`src/rtl/sobel_mm.sv`:
```
module sobel_mm #(
  parameter int IMG_W = 512,
  parameter int IMG_H = 512,
  parameter int PIX_W = 8,
  localparam int ADDR_W = $clog2(IMG_W * IMG_H)
) (
  input  logic              clk,
  input  logic              rst_n,
  input  logic              start,
  output logic              done,
  output logic              rd_en,
  output logic [ADDR_W-1:0] rd_addr,
  input  logic [PIX_W-1:0]  rd_data,
  output logic              wr_en,
  output logic [ADDR_W-1:0] wr_addr,
  output logic [PIX_W-1:0]  wr_data
);

  localparam int CW    = $clog2(IMG_W);
  localparam int RW    = $clog2(IMG_H);
  localparam int ACC_W = PIX_W + 4;

  typedef enum logic [2:0] {S_IDLE, S_FETCH, S_DRAIN, S_WRITE, S_FIN} state_t;

  state_t                   st;
  logic [RW-1:0]            row, nrow;
  logic [CW-1:0]            col, ncol;
  logic [1:0]               kr, kc, kr_d, kc_d;
  logic                     tap_v;
  logic signed [ACC_W-1:0]  gx, gy;
  logic signed [ACC_W-1:0]  px, wx, wy;
  logic [ACC_W-1:0]         ax, ay, mag;
  logic [ADDR_W-1:0]        lin;
  logic                     last_col, last_row, border, nborder;

  assign last_col = (col == CW'(IMG_W - 1));
  assign last_row = (row == RW'(IMG_H - 1));
  assign border   = (row == '0) || last_row || (col == '0) || last_col;
  assign ncol     = last_col ? '0 : col + 1'b1;
  assign nrow     = last_col ? row + 1'b1 : row;
  assign nborder  = (nrow == '0) || (nrow == RW'(IMG_H - 1)) ||
                    (ncol == '0) || (ncol == CW'(IMG_W - 1));

  assign lin     = ADDR_W'(row) * ADDR_W'(IMG_W) + ADDR_W'(col);
  assign rd_en   = (st == S_FETCH);
  assign rd_addr = lin + ADDR_W'(kr) * ADDR_W'(IMG_W) + ADDR_W'(kc) - ADDR_W'(IMG_W + 1);

  assign px = $signed({{(ACC_W - PIX_W){1'b0}}, rd_data});
  assign wx = (kr_d == 2'd1) ? (px <<< 1) : px;
  assign wy = (kc_d == 2'd1) ? (px <<< 1) : px;

  assign ax  = gx[ACC_W-1] ? unsigned'(-gx) : unsigned'(gx);
  assign ay  = gy[ACC_W-1] ? unsigned'(-gy) : unsigned'(gy);
  assign mag = ax + ay;

  assign wr_en   = (st == S_WRITE);
  assign wr_addr = lin;
  assign wr_data = border ? '0 :
                   (mag > ACC_W'((1 << PIX_W) - 1)) ? '1 : mag[PIX_W-1:0];
  assign done    = (st == S_FIN);

  always_ff @(posedge clk) begin
    if (!rst_n) begin
      st    <= S_IDLE;
      row   <= '0;
      col   <= '0;
      kr    <= '0;
      kc    <= '0;
      kr_d  <= '0;
      kc_d  <= '0;
      tap_v <= 1'b0;
      gx    <= '0;
      gy    <= '0;
    end else begin
      tap_v <= (st == S_FETCH);
      kr_d  <= kr;
      kc_d  <= kc;
      if (tap_v) begin
        if (kc_d == 2'd0) gx <= gx - wx;
        else if (kc_d == 2'd2) gx <= gx + wx;
        if (kr_d == 2'd0) gy <= gy - wy;
        else if (kr_d == 2'd2) gy <= gy + wy;
      end
      case (st)
        S_IDLE: if (start) begin
          row <= '0;
          col <= '0;
          gx  <= '0;
          gy  <= '0;
          st  <= S_WRITE;
        end
        S_FETCH: begin
          if (kc == 2'd2) begin
            kc <= '0;
            if (kr == 2'd2) begin
              kr <= '0;
              st <= S_DRAIN;
            end else begin
              kr <= kr + 1'b1;
            end
          end else begin
            kc <= kc + 1'b1;
          end
        end
        S_DRAIN: st <= S_WRITE;
        S_WRITE: begin
          if (last_row && last_col) begin
            st <= S_FIN;
          end else begin
            row <= nrow;
            col <= ncol;
            gx  <= '0;
            gy  <= '0;
            st  <= nborder ? S_WRITE : S_FETCH;
          end
        end
        S_FIN:   st <= S_IDLE;
        default: st <= S_IDLE;
      endcase
    end
  end

endmodule

```
`config.mk`:
```
export PLATFORM = sky130hd
export DESIGN_NAME = sobel_mm
export DESIGN_NICKNAME = d
export VERILOG_FILES = /design/src/rtl/sobel_mm.sv
export SDC_FILE = /design/constraint.sdc
export NUM_CORES = 1
export LEC_CHECK = 0
export CAP_MARGIN = 0
export CORE_ASPECT_RATIO = 0.8
export CORE_MARGIN = 4
export CORE_UTILIZATION = 40
export DETAILED_ROUTE_END_ITERATION = 6
export SYNTH_ARGS = -nofsm -noshare
export SYNTH_HDL_FRONTEND = slang
export SYNTH_SLANG_ARGS = --single-unit
```
`constraint.sdc`:
```
create_clock -name clk -period 5.2 [get_ports clk]
set_clock_uncertainty 0.1 [all_clocks]
set_input_delay 1.3 -clock clk [delete_from_list [all_inputs] [get_ports clk]]
set_output_delay 1.3 -clock clk [all_outputs]
set_load 0.1 [all_outputs]
```
==> run summary, run 1 <==
## GRT
• initial antenna violation count: 0
• largest net degree at the start of global routing: 25
• GRT Residual Overflow: 0
• overall global routing resource usage: 18.21%
• first-pass GRT wire length: 27100 um
• vias in the first global route: 5237

## Route
• routed vias: 5900
• routed length on met3: 619 um
• first-iteration detailed-routing DRC count: 415
• routed wire length: 16850 um
• count of antenna-violating nets left after detailed routing: 0
• Avg WL per Cell: 15.25 um
• # DRC: 0
• M1 wire length: 9344 um
• via count normalized by instance count: 5.339
• length of routed met2 wiring: 6741 um
• TritonRoute pass-1 iters: 5
• highest layer used for signal routing: met4

## Layout
• most common cell after layout, fill and taps aside: sky130_fd_sc_hd__ha_1
• highest-count cells in the layout ignoring fill and taps: sky130_fd_sc_hd__ha_1 (91), sky130_fd_sc_hd__nor2_1 (89), sky130_fd_sc_hd__inv_1 (76)
• number of inserted diodes: 0
• number of nets at the end of the flow: 998
• Finished Layout Cells: 1105
• final core utilization: 48.45%
• share of post-route cells with drive strength above 1: 9.551%
• layout overhead on the synthesized area: 19.17%

## Place
• detailed placer's ending HPWL: 13360 um
• final RePlAce weighted congestion: 0.8259
• Post-Place Cells: 1093
• Port Buf Inserts: 57

## STA
• number of endpoints failing setup at the final stage: 0
• worst slack on hold paths: 0.3716 ns
• total negative slack: 0 ns
• period utilization: 96.90%
• Final Max Slew Viols: 0
• Rel. slew slack: 32.29%
• Max Clock Freq: 0.1985 GHz
• final-report hold violation count: 0
• minimum period implied by the final worst setup slack: 5.039 ns
• pin slew with the least headroom to its limit: 1.012 ns

## Floorplanning
• Die Width: 149.4 um
• Cell Rows: 41
• die outline height: 121.2 um
• core region area: 15750 um^2
• Die Area: 18110 um^2
• Initial Util: 40.65%
• I/O pin cnt: 58

## Critical path
• worst-path maximum fanout: 8
• Critical Path AT: 3.64 ns
• critical setup path kind: reg -> out
• Worst Path Required: 3.80 ns
• category of the worst setup path capture point: output port
• CP startpoint kind: register

## Synthesis
• count of different cell masters after synthesis: 70
• Yosys reg bits: 54
• Area contributors post-synth: sky130_fd_sc_hd__ha_1 (18%), sky130_fd_sc_hd__dfxtp_1 (17%), sky130_fd_sc_hd__xnor2_1 (7.5%)
• count of synthesis-stage warnings from yosys: 0
• Cells after Synth: 843
• sequential cell area fraction in the yosys report: 16.88%
• mux cell area share after synthesis: 3.596%
• xor/xnor cell area share of the yosys netlist: 9.713%
• top cell type's share of synthesized area: 17.98%
• EDFF count, synth: 0
• Synth Net Count: 952
• share of flip-flops with an asynchronous set or reset: 0%
• most area-hungry cell type in the Yosys netlist: sky130_fd_sc_hd__ha_1
• main combinational cell family by area after synthesis: compound AO/OA/AOI/OAI gates
• prevailing post-synth register cell: sky130_fd_sc_hd__dfxtp_1
• adder-cell area share of the yosys netlist: 19.86%
• cell area after synthesis: 6402 um^2
• area fraction in and, or, nand and nor cells after synthesis: 21.11%
• mean instance size in the synthesized netlist: 7.595 um^2
• share of the synthesized area in compound gates (AO/OA/AOI/OAI): 22.22%

## Clock tree
• number of clock buffers inserted by TritonCTS: 5
• clock root cell: sky130_fd_sc_hd__clkbuf_16
• # clock sinks: 54
• CTS Buffer Depth: 2
• TritonCTS clock tree: built
• clock-pin slew on the worst setup and hold paths: 0.08 ns
• latest clock arrival within the worst-skew pair: 0.31 ns
• Clock H-tree levels: 2

## Flow run
• count of max-cap constraint violations: 0

## Power
• static power due to leakage: 3.229 nW
• total power divided by cell area: 184.8 nW/um^2
• maximum ir drop on the vdd rail: 0.1458 mV

## Min path
• path category of the worst min-delay check: reg -> reg

## Outcome
• result of the run: finished clean

worst max-delay path: stages, from the launching register on:
cell                        delay, ns
sky130_fd_sc_hd__dfxtp_1         0.40
sky130_fd_sc_hd__or4_4           0.58
sky130_fd_sc_hd__nor3_2          0.14
sky130_fd_sc_hd__nand2b_1        0.14
sky130_fd_sc_hd__xnor2_1         0.14
sky130_fd_sc_hd__ha_2            0.34
sky130_fd_sc_hd__a21oi_2         0.16
sky130_fd_sc_hd__o21ai_0         0.12
sky130_fd_sc_hd__a31o_2          0.23
sky130_fd_sc_hd__a21oi_2         0.16
sky130_fd_sc_hd__xnor2_2         0.11
sky130_fd_sc_hd__a2111oi_4       0.29
sky130_fd_sc_hd__buf_6           0.18
sky130_fd_sc_hd__a21oi_1         0.10
sky130_fd_sc_hd__clkbuf_16       0.25
stage by stage:
stage	total power [mW]	cell area [um^2]	setup slack, ns
floorplan	0.8949	6480	-0.2845
global placement	1.021	7355	0.3133
detailed placement	1.019	7355	0.2581
CTS	1.403	7537	0.03698
global route	1.490	7630	-0.02250
finish	1.410	7630	0.1612
logic make-up (layout without fill, tap and decap cells):
group / Yosys count / in the layout
AND/OR/NAND/NOR: 275 / 275
AO/OA/AOI/OAI: 214 / 214
buffers and inverters: 110 / 157
adder cells (fa/ha/maj): 98 / 98
XOR/XNOR: 71 / 71
flip-flops: 54 / 54
multiplexers: 21 / 21
per-layer routing:
metal / GRT usage, % / up-vias
met5: 0 / -
met4: 2.859 / 0
met3: 2.203 / 10
met2: 25.96 / 94
met1: 29.35 / 2734
li1: - / 3062
synth_stat cells (all sizes together), types with 6 or more instances:
cell / instances
o41ai: 6
a22oi: 7
nor2b: 12
nand2: 63
o31ai: 9
dfxtp: 54
o21ai: 39
nand4: 10
inv: 81
ha: 92
nor2: 89
a211oi: 11
nand3: 24
fa: 6
nor3: 15
buf: 6
o211ai: 9
a21oi: 68
and4: 6
mux2: 16
o21bai: 8
clkbuf: 23
o21a: 10
xor2: 16
xnor2: 55
nand2b: 13
a21o: 10
nor4: 10
flip-flops by register name, indices dropped and copies added (netlist names):
name,cells
col,9
tap_v,1
kc,2
gy,12
gx,12
kc_d,2
row,9
kr_d,2
kr,2
st,3
path summary, 6_finish.rpt:
kind / start / end / slack, ns / depth (start not counted)
hold reg to reg: kr[1] / kr[1] / 0.37 / 1
setup reg to reg: kc_d[1] / gy[10] / 1.41 / 10
setup / recovery: gy[4] / wr_data[7] / 0.16 / 14
hold / removal: kr[1] / kr[1] / 0.37 / 1
report_power, final:
part	switching, mW	total, mW	internal [mW]
Clock	0.173	0.371	0.198
Sequential	0.0301	0.459	0.429
Combinational	0.373	0.580	0.207
Total	0.577	1.41	0.833
final cells by class:
class,count,area [um^2]
tap,215,269.0
sequential,54,1089
inverter,81,304.0
fill,1597,8119
clock inverter,2,20.02
timing repair buffer,68,769.5
clock buffer,6,138.9
multi-input combinational,679,5040
what timing repair did:
item | in CTS | in global routing
endpoints found under the setup margin | 9 | 10
endpoints found under the hold margin | 0 | 0
setup buffers | 3 | 1
hold buffers | 0 | 0
pin swaps | 3 | 6
gates resized for setup | 1 | 20
Power figures use the tool's default switching activity.
==> run 2: changes to the inputs <==
--- a/config.mk
+++ b/config.mk
@@ -10,6 +10,7 @@
 export CORE_MARGIN = 4
 export CORE_UTILIZATION = 40
 export DETAILED_ROUTE_END_ITERATION = 6
+export SETUP_SLACK_MARGIN = 0.5
 export SYNTH_ARGS = -nofsm -noshare
 export SYNTH_HDL_FRONTEND = slang
 export SYNTH_SLANG_ARGS = --single-unit
==> constraint.sdc (replaced) <==
create_clock -name clk -period 5.2 [get_ports clk]
set_clock_uncertainty 0.1 [all_clocks]
set_input_delay 1.3 -clock clk [delete_from_list [all_inputs] [get_ports clk]]
set_output_delay 1.3 -clock clk [all_outputs]
set_load 0.005 [all_outputs]
==> run summary, run 2 (same netlist as run 1, synthesis figures left out) <==
## Outcome
• result of the run: finished clean

## Critical path
• chain of cells forming the critical path: or4_4 > buf_4 > o41ai_1 > xnor2_1 > ha_1 > xnor2_1 > nor2_1 > nand2_1 > a2111oi_4 > buf_4 > buf_6 > a21oi_1 > buf_2
• worst-path maximum fanout: 4
• reg2reg start: kr_d[1]
• critical setup path kind: reg -> out
• CP startpoint kind: register
• slowest cell on the critical path: sky130_fd_sc_hd__or4_4
• Critical Path AT: 3.45 ns
• category of the worst setup path capture point: output port
• beginning of the critical path: gy[6]
• Worst Path Required: 3.80 ns
• delay contributed by the slowest stage of the critical path: 0.56 ns

## Layout
• highest-count cells in the layout ignoring fill and taps: sky130_fd_sc_hd__nor2_1 (89), sky130_fd_sc_hd__ha_1 (87), sky130_fd_sc_hd__inv_1 (69)
• largest registers: gx: 12 flops, gy: 12 flops
• number of fillers in the final layout: 1580
• area of all placed cells without fillers: 7871 um^2
• number of inserted diodes: 0
• number of nets at the end of the flow: 1029
• share of post-route cells with drive strength above 1: 14.01%
• layout overhead on the synthesized area: 22.94%
• Finished Layout Cells: 1136
• most common cell after layout, fill and taps aside: sky130_fd_sc_hd__nor2_1

## Place
• detailed placer's ending HPWL: 13220 um
• Area after DPL: 7257 um^2
• Post-Place Cells: 1104
• final RePlAce weighted congestion: 0.8529
• Port Buf Inserts: 57

## GRT
• initial antenna violation count: 0
• overall global routing resource usage: 19.07%
• vias in the first global route: 5587
• largest net degree at the start of global routing: 25
• first-pass GRT wire length: 28590 um
• GRT Residual Overflow: 0

## Clock tree
• TritonCTS clock tree: built
• CTS Buffer Depth: 2
• Clock H-tree levels: 2
• # clock sinks: 54
• clock root cell: sky130_fd_sc_hd__clkbuf_16
• clock-pin slew on the worst setup and hold paths: 0.08 ns
• number of clock buffers inserted by TritonCTS: 5
• quantity of hold-fixing buffers added after cts: 0
• latest clock arrival within the worst-skew pair: 0.30 ns

## STA
• period utilization: 93.31%
• Final Max Slew Viols: 0
• number of endpoints failing setup at the final stage: 0
• worst slack on hold paths: 0.3751 ns
• Max Clock Freq: 0.2061 GHz
• Rel. slew slack: 32.97%
• unrepaired setup endpoints after global routing: true
• pin slew with the least headroom to its limit: 1.001 ns
• minimum period implied by the final worst setup slack: 4.852 ns
• total negative slack: 0 ns
• final-report hold violation count: 0

## Route
• routed vias: 6049
• count of antenna-violating nets left after detailed routing: 0
• first-iteration detailed-routing DRC count: 395
• TritonRoute pass-1 iters: 4
• # DRC: 0
• Avg WL per Cell: 15.07 um
• routed wire length: 17120 um
• via count normalized by instance count: 5.325

## Floorplanning
• die outline height: 121.2 um
• Cell Rows: 41
• core region area: 15750 um^2
• Die Area: 18110 um^2
• Die Width: 149.4 um
• Initial Util: 40.65%
• I/O pin cnt: 58

## Min path
• Hold Startpoint: kr[1]
• path category of the worst min-delay check: reg -> reg

## Power
• maximum ir drop on the vdd rail: 0.1446 mV
• static power due to leakage: 3.365 nW
• total power divided by cell area: 176.6 nW/um^2

## Flow run
• count of max-cap constraint violations: 0

==> run 2: cell types whose count changed in the layout (fill, tap and decap cells not counted), moves of 6 or more <==
cell	previous run	this run
sky130_fd_sc_hd__clkdlybuf4s50_1	33	45
sky130_fd_sc_hd__buf_4	21	40
sky130_fd_sc_hd__inv_2	5	11
sky130_fd_sc_hd__buf_2	0	9
sky130_fd_sc_hd__inv_1	76	69
sky130_fd_sc_hd__a21oi_1	65	57
sky130_fd_sc_hd__buf_12	11	0
==> run 2: final timing paths <==
| kind | cells past startpoint | end | slack (ns) |
|---|---|---|---|
| setup reg to reg | 10 | gx[9] | 1.28 |
| hold reg to reg | 1 | kr[1] | 0.38 |
| hold / removal | 1 | kr[1] | 0.38 |
| setup / recovery | 13 | wr_data[1] | 0.35 |
==> run 2: stage by stage <==
| stage | utilization, % | worst slack (ns) | total power [mW] |
|---|---|---|---|
| 5_1_grt | 49.98 | 0.1960 | 1.470 |
| 3_3_place_gp | 46.08 | 0.1958 | 0.9051 |
| 4_1_cts | 49.37 | 0.4111 | 1.381 |
| 6_report | 49.98 | 0.3480 | 1.390 |
| 3_5_place_dp | 46.08 | 0.09176 | 0.9036 |
| 2_1_floorplan | - | 0.8529 | 0.7683 |
==> run 2: worst max-delay path, delay by kind of cell, from the launching register on <==
| family | cells | cell delay (ns) |
|---|---|---|
| adders and majority gates | 1 | 0.37 |
| buffers and inverters | 4 | 0.63 |
| and+or+nand+nor | 3 | 0.75 |
| AOI/OAI and AO/OA | 3 | 0.72 |
| DFF | 1 | 0.31 |
| xor gates and xnor gates | 2 | 0.39 |
==> run 2: report_power, final <==
group / total (mW) / internal [mW] / switching (mW)
clock: 0.394 / 0.230 / 0.164
sequential: 0.452 / 0.428 / 0.0241
combinational: 0.543 / 0.262 / 0.281
total: 1.39 / 0.920 / 0.469
==> run 2: per-layer routing <==
layer | vias up | wire (um) | GRT usage, %
met5 | - | 0 | 0
met4 | 0 | 55 | 2.287
met3 | 5 | 672 | 1.904
met2 | 106 | 7097 | 27.68
met1 | 2793 | 9291 | 30.88
li1 | 3145 | - | -
==> run 2: repair_timing <==
action                                  4_1_cts  5_1_grt
hold endpoints to repair                      0        0
buffers inserted                             22        2
gates resized for setup                      92       21
pin swaps                                    21        9
gates cloned                                  0        0
endpoints found under the setup margin       14       14
==> run 2: area by class of cell <==
cell class | count | area [um^2] | area share [%]
clock buffers | 5 | 125.1 | 1.590
clock inverters | 3 | 47.55 | 0.6040
inverters | 81 | 306.5 | 3.894
multi-input cells | 679 | 5175 | 65.74
flip-flops and latches | 54 | 1100 | 13.97
well taps | 215 | 269.0 | 3.418
repair buffers | 99 | 848.3 | 10.78
